==> config.mk <==
export PLATFORM = sky130hd
export DESIGN_NAME = addr_crc_gen
export DESIGN_NICKNAME = d
export VERILOG_FILES = /design/src/rtl/addr_crc_pkg.sv /design/src/rtl/addr_crc_stage.sv /design/src/rtl/addr_crc_core.sv /design/src/rtl/addr_crc_cmp.sv /design/src/rtl/addr_crc_gen.sv
export SDC_FILE = /design/constraint.sdc
export NUM_CORES = 1
export LEC_CHECK = 0
export ABC_AREA = 1
export BUFFER_PORTS_ARGS = -buffer_cell sky130_fd_sc_hd__buf_2
export CAP_MARGIN = 20
export CORE_MARGIN = 4
export CORE_UTILIZATION = 55
export DETAILED_ROUTE_END_ITERATION = 10
export PLACE_DENSITY = 0.95
export SLEW_MARGIN = 20
export SYNTH_ARGS = -nofsm -noshare
export SYNTH_HDL_FRONTEND = slang
export SYNTH_HIERARCHICAL = 1
export SYNTH_SLANG_ARGS = --single-unit
==> constraint.sdc <==
create_clock -name vclk -period 5.8
set_input_delay 0 -clock vclk [all_inputs]
set_output_delay 0 -clock vclk [all_outputs]
set_load 0.05 [all_outputs]
==> src/rtl/addr_crc_pkg.sv <==
package addr_crc_pkg;

   // Implementation variant of the remainder network
   typedef enum logic {
      CRC_IMPL_STAGES = 1'b0,   // one instantiated stage per step
      CRC_IMPL_LOOP   = 1'b1    // single always_comb loop
   } crc_impl_e;

   localparam int unsigned CRC_WORD_W_DEF = 16;
   localparam int unsigned CRC_W_DEF      = 5;
   localparam logic [4:0]  CRC_POLY_DEF   = 5'h15;

endpackage

==> src/rtl/addr_crc_stage.sv <==
module addr_crc_stage #(
   parameter int unsigned    CRC_W = 5,
   parameter logic [CRC_W-1:0] POLY = 5'h15
) (
   input  logic [CRC_W-1:0] rem_i,
   input  logic             bit_i,
   output logic [CRC_W-1:0] rem_o
);

   logic             top_bit;
   logic [CRC_W-1:0] shifted;

   always_comb begin
      top_bit = rem_i[CRC_W-1];
      shifted = {rem_i[CRC_W-2:0], bit_i};
      rem_o   = top_bit ? (shifted ^ POLY) : shifted;
   end

endmodule

==> src/rtl/addr_crc_core.sv <==
module addr_crc_core
   import addr_crc_pkg::*;
#(
   parameter int unsigned      WORD_W = 16,
   parameter int unsigned      CRC_W  = 5,
   parameter logic [CRC_W-1:0] POLY   = 5'h15,
   parameter crc_impl_e        IMPL   = CRC_IMPL_STAGES,
   localparam int unsigned     MSG_W  = WORD_W - CRC_W
) (
   input  logic [MSG_W-1:0] msg_i,
   output logic [CRC_W-1:0] crc_o
);

   // Bits shifted in after the seed, followed by CRC_W zeros
   localparam int unsigned FEED_W = MSG_W - CRC_W;
   localparam int unsigned STEPS  = MSG_W;

   logic [CRC_W-1:0] seed;
   logic [STEPS-1:0] stream;

   assign seed   = msg_i[MSG_W-1 -: CRC_W];
   assign stream = {msg_i[FEED_W-1:0], {CRC_W{1'b0}}};

   generate
      if (IMPL == CRC_IMPL_STAGES) begin : g_stages
         logic [CRC_W-1:0] rem [0:STEPS];
         assign rem[0] = seed;
         for (genvar i = 0; i < STEPS; i++) begin : g_step
            addr_crc_stage #(
               .CRC_W (CRC_W),
               .POLY  (POLY)
            ) u_stage (
               .rem_i (rem[i]),
               .bit_i (stream[STEPS-1-i]),
               .rem_o (rem[i+1])
            );
         end
         assign crc_o = rem[STEPS];
      end else begin : g_loop
         always_comb begin
            logic [CRC_W-1:0] r;
            logic             hi;
            r = seed;
            for (int i = 0; i < STEPS; i++) begin
               hi = r[CRC_W-1];
               r  = {r[CRC_W-2:0], stream[STEPS-1-i]};
               if (hi) r = r ^ POLY;
            end
            crc_o = r;
         end
      end
   endgenerate

endmodule

==> src/rtl/addr_crc_cmp.sv <==
module addr_crc_cmp #(
   parameter int unsigned CRC_W = 5
) (
   input  logic [CRC_W-1:0] calc_i,
   input  logic [CRC_W-1:0] rx_i,
   output logic             eq_o
);

   logic [CRC_W-1:0] diff;

   assign diff = calc_i ^ rx_i;
   assign eq_o = ~|diff;

endmodule

==> src/rtl/addr_crc_gen.sv <==
module addr_crc_gen
   import addr_crc_pkg::*;
#(
   parameter int unsigned      WORD_W = CRC_WORD_W_DEF,
   parameter int unsigned      CRC_W  = CRC_W_DEF,
   parameter logic [CRC_W-1:0] POLY   = CRC_POLY_DEF,
   parameter crc_impl_e        IMPL   = CRC_IMPL_STAGES
) (
   input  logic [WORD_W-1:0] addr_word_i,
   output logic [CRC_W-1:0]  crc_o,
   output logic [WORD_W-1:0] frame_o,
   output logic              match_o
);

   localparam int unsigned MSG_W = WORD_W - CRC_W;

   generate
      if (CRC_W < 2) begin : g_bad_crc_w
         $error("addr_crc_gen: CRC_W must be at least 2");
      end
      if (MSG_W < CRC_W) begin : g_bad_msg_w
         $error("addr_crc_gen: address field narrower than checksum");
      end
      if (POLY[0] != 1'b1) begin : g_bad_poly
         $error("addr_crc_gen: generator must have its lowest bit set");
      end
   endgenerate

   logic [MSG_W-1:0] msg;
   logic [CRC_W-1:0] rx_crc;
   logic [CRC_W-1:0] calc_crc;

   assign msg    = addr_word_i[WORD_W-1:CRC_W];
   assign rx_crc = addr_word_i[CRC_W-1:0];

   addr_crc_core #(
      .WORD_W (WORD_W),
      .CRC_W  (CRC_W),
      .POLY   (POLY),
      .IMPL   (IMPL)
   ) u_core (
      .msg_i  (msg),
      .crc_o  (calc_crc)
   );

   addr_crc_cmp #(
      .CRC_W  (CRC_W)
   ) u_cmp (
      .calc_i (calc_crc),
      .rx_i   (rx_crc),
      .eq_o   (match_o)
   );

   assign crc_o   = calc_crc;
   assign frame_o = {msg, calc_crc};

endmodule

# Yosys cells after proc, flatten, opt, wreduce, memory -nomap -nowiden

Cells that the tools add are included.

Flip-flop bits (word level): 0
Input port bits: 16
Output and inout bits: 22

Muxes and demuxes: 11
Bitwise gates (word level): 12
Reduce and logical (&&, ||, !) cells: 2

Operators by type and width:

| operator           | count |
|---|---|
| two-way mux 5 bit  | 11 |
| inverter 3 bit     | 11 |
| OR reduction 5 bit | 1 |
| XOR 5 bit          | 1 |
| logical NOT 1 bit  | 1 |

# Depth between registers and ports, before layout

Word-level depth: 25
Depth in mapped cells: 38

# Cells and area by module

The synthesis kept the hierarchy.

By module, submodules not included:

| module         | area each (um2) | cells an instance | instances |
|---|---|---|---|
| addr_crc_stage | 63.8            | 15                | 11 |
| addr_crc_gen   | 120.1           | 16                | 1 |
| addr_crc_cmp   | 76.3            | 16                | 1 |
| addr_crc_core  | 3.8             | 1                 | 1 |

# Least setup slack after synthesis

No wires, ideal clock.

Kind: input port to output port
From: input addr_word_i[15]
To: output match_o
Data required time: 5.800 ns
Path slack: 2.373 ns
Arrival time: 3.427 ns
Stages on the path: 36
Buffers on the path: 0
Path through: inv_2 nand2_1 nand2_1 inv_2 nand2_1 nand2_1 inv_2 nand2_1 nand2_1 inv_2 nand2_1 nand2_1 inv_2 nand2_1 nand2_1 inv_2 nand2_1 nand2_1 inv_2 nand2_1 nand2_1 inv_2 nand2_1 nand2_1 inv_2 nand2_1 nand2_1 inv_2 nand2_1 nand2_1 inv_2 nand2_1 nand2_1 xnor2_1 nand3_1 nor2_1

RTL lines:

| what        | RTL line           | RTL |
|---|---|---|
| from (decl) | addr_crc_gen.sv:9  | `input logic [WORD_W-1:0] addr_word_i,` |
| to (decl)   | addr_crc_gen.sv:12 | `output logic match_o` |

==> flow_metrics.py <==
metrics = {
    "outcome": {
        "status": "complete, no violations",
    },
    "finish": {
        "regArea_um2": 0,
        "drive_gt1_share_pct": 23.67,
        "num_antenna_cells": 0,
        "fin_nets": 225,
        "seq_cells": 0,
        "area.growth.synth_to_final_pct": -4.577,
        "design_area_um2": 860.8,
        "num-clock-buffers": 0,
    },
    "power_and_ir_drop": {
        "power.density_nw_per_um2": 554.9,
        "vdd.ir_drop.worst_mv": 0.2497,
        "leakage_uw": 0.0007032,
    },
    "synthesis": {
        "synth_most_common_cell": "nand2_1",
        "syn_area_per_cell_um2": 4.556,
        "synth-xor-area-share_pct": 2.913,
        "syn_inst": 198,
        "netlist_top_cells_count": "106 x nand2_1, 38 x buf_4, 37 x inv_1",
        "synth_area_leader_cell": "nand2_1",
        "syn_area_um2": 902.1,
        "yosys.area_share.simple_pct": 45.08,
        "yosysSeqAreaShare_pct": 0,
        "synth_top_family_by_area": "buffers and inverters",
        "ys_warn_count": 6,
        "synth_fa_ha_area_share_pct": 0,
        "synth_mux_area_share_pct": 0,
        "synth_top_area_share_pct": 44.11,
        "ys_types": 8,
        "synthTopCellsByArea": "nand2_1 44%, buf_4 32%, inv_1 15%",
        "synth-compound-area-share_pct": 0,
    },
    "setup_path": {
        "critPathMaxStageDelay_ns": 0.26,
        "cp.required_ns": 5.80,
        "crit_buf_inv": 14,
        "cp-start-kind": "input pin",
        "endpoint_kind": "output pin",
        "cpMaxStageDelayCell": "buf_2",
        "cp.arrival_ns": 3.27,
        "cp_max_fo": 5,
        "cpMostUsedCell": "nand2_1",
        "path_delay_family": "simple AND/OR/NAND/NOR gates",
        "path_class": "input pin to output pin",
    },
    "floorplanning": {
        "std_cell_rows": 14,
        "start_util_pct": 59.20,
        "dieWidth_um": 48.50,
        "die_h_um": 48.50,
        "core_area_um2": 1524,
        "dieArea_um2": 2352,
        "ios": 38,
    },
    "grt": {
        "grt_pass1_vias": 679,
        "global_route.overflow_total": 0,
        "antenna_found_initial": 0,
        "grt_use_total_pct": 11.06,
        "grt_max_degree": 6,
        "grt_pass1_wl_um": 2359,
    },
    "place": {
        "placed_cell_area_um2": 860.8,
        "dpl.hpwl_um": 1299,
        "gp_congestion": 0.7300,
        "port_buffers": 38,
    },
    "sta": {
        "rsz0062_at_grt": "no",
        "min_period_ns": 3.274,
        "slew_viol_final": 0,
        "fin_crit_sh_pct": 56.45,
        "max_freq_mhz": 305.4,
        "setup_viol": 0,
        "hold_viol_final": 0,
        "setup-tns-final_ns": 0,
    },
    "hold_path": {
        "min_path_type": "input pin to output pin",
    },
    "clocking": {
        "hold_buffers": 0,
        "cts_resized": 0,
        "post-cts-setup-buffers": 0,
    },
    "drt": {
        "drc": 0,
        "firstDrtPassIters": 4,
        "vias": 885,
        "drt_first_iter_violations": 5,
        "wl_per_cell_um": 6.143,
        "viasPerCell": 3.969,
        "ant_nets": 0,
        "postRouteWirelength_um": 1370,
    },
    "job": {
        "maxCapViolations": 0,
    },
}
## final cells by class
class	instances	area, um2
Timing Repair Buffer	38	190.2
Tap cell	16	20.02
Inverter	48	180.2
Multi-Input combinational cell	121	470.5
Fill cell	182	663.1
## power breakdown
part | internal [uW] | total, uW | leakage (uW) | switching (uW)
clock network | 0 | 0 | 0 | 0
registers | 0 | 0 | 0 | 0
logic | 108 | 478 | 0.000703 | 369
## per-stage QoR
step	utilization, %	hold slack [ns]	instances	total power, uW	setup WS, ns
floorplan	-	0.1671	207	488.9	2.373
global placement	56.49	0.3102	223	470.9	2.602
detailed placement	56.49	0.3104	223	480.4	2.506
CTS	56.49	0.3113	223	481.0	2.499
global route	56.49	0.3189	223	521.0	2.015
finish	56.49	0.3102	223	477.6	2.526
## layer usage
metal | vias to the layer above | wire length (um) | GRT usage, %
met5 | - | 0 | 0
met3 | 0 | 115 | 0.9202
li1 | 523 | - | -
met1 | 340 | 556 | 10.74
met4 | 0 | 0 | 0
met2 | 22 | 697 | 25.00
## kinds of logic after synthesis
logic type	count (synthesis)
other cells	1
simple gates	108
xor+xnor	3
buf+inv	86
## placed cells by master (no fill, tap or decap)
master	n
xnor2_1	3
nor2_1	1
conb_1	10
inv_2	11
nand3_1	1
buf_2	38
inv_1	37
nand2_1	106
## path summary, 6_finish.rpt
kind,startpoint,endpoint,depth (start not counted)
setup / recovery,addr_word_i[15],match_o,40
hold / removal,addr_word_i[13],frame_o[13],2
Note: power is estimated with default switching activity, not from simulation.
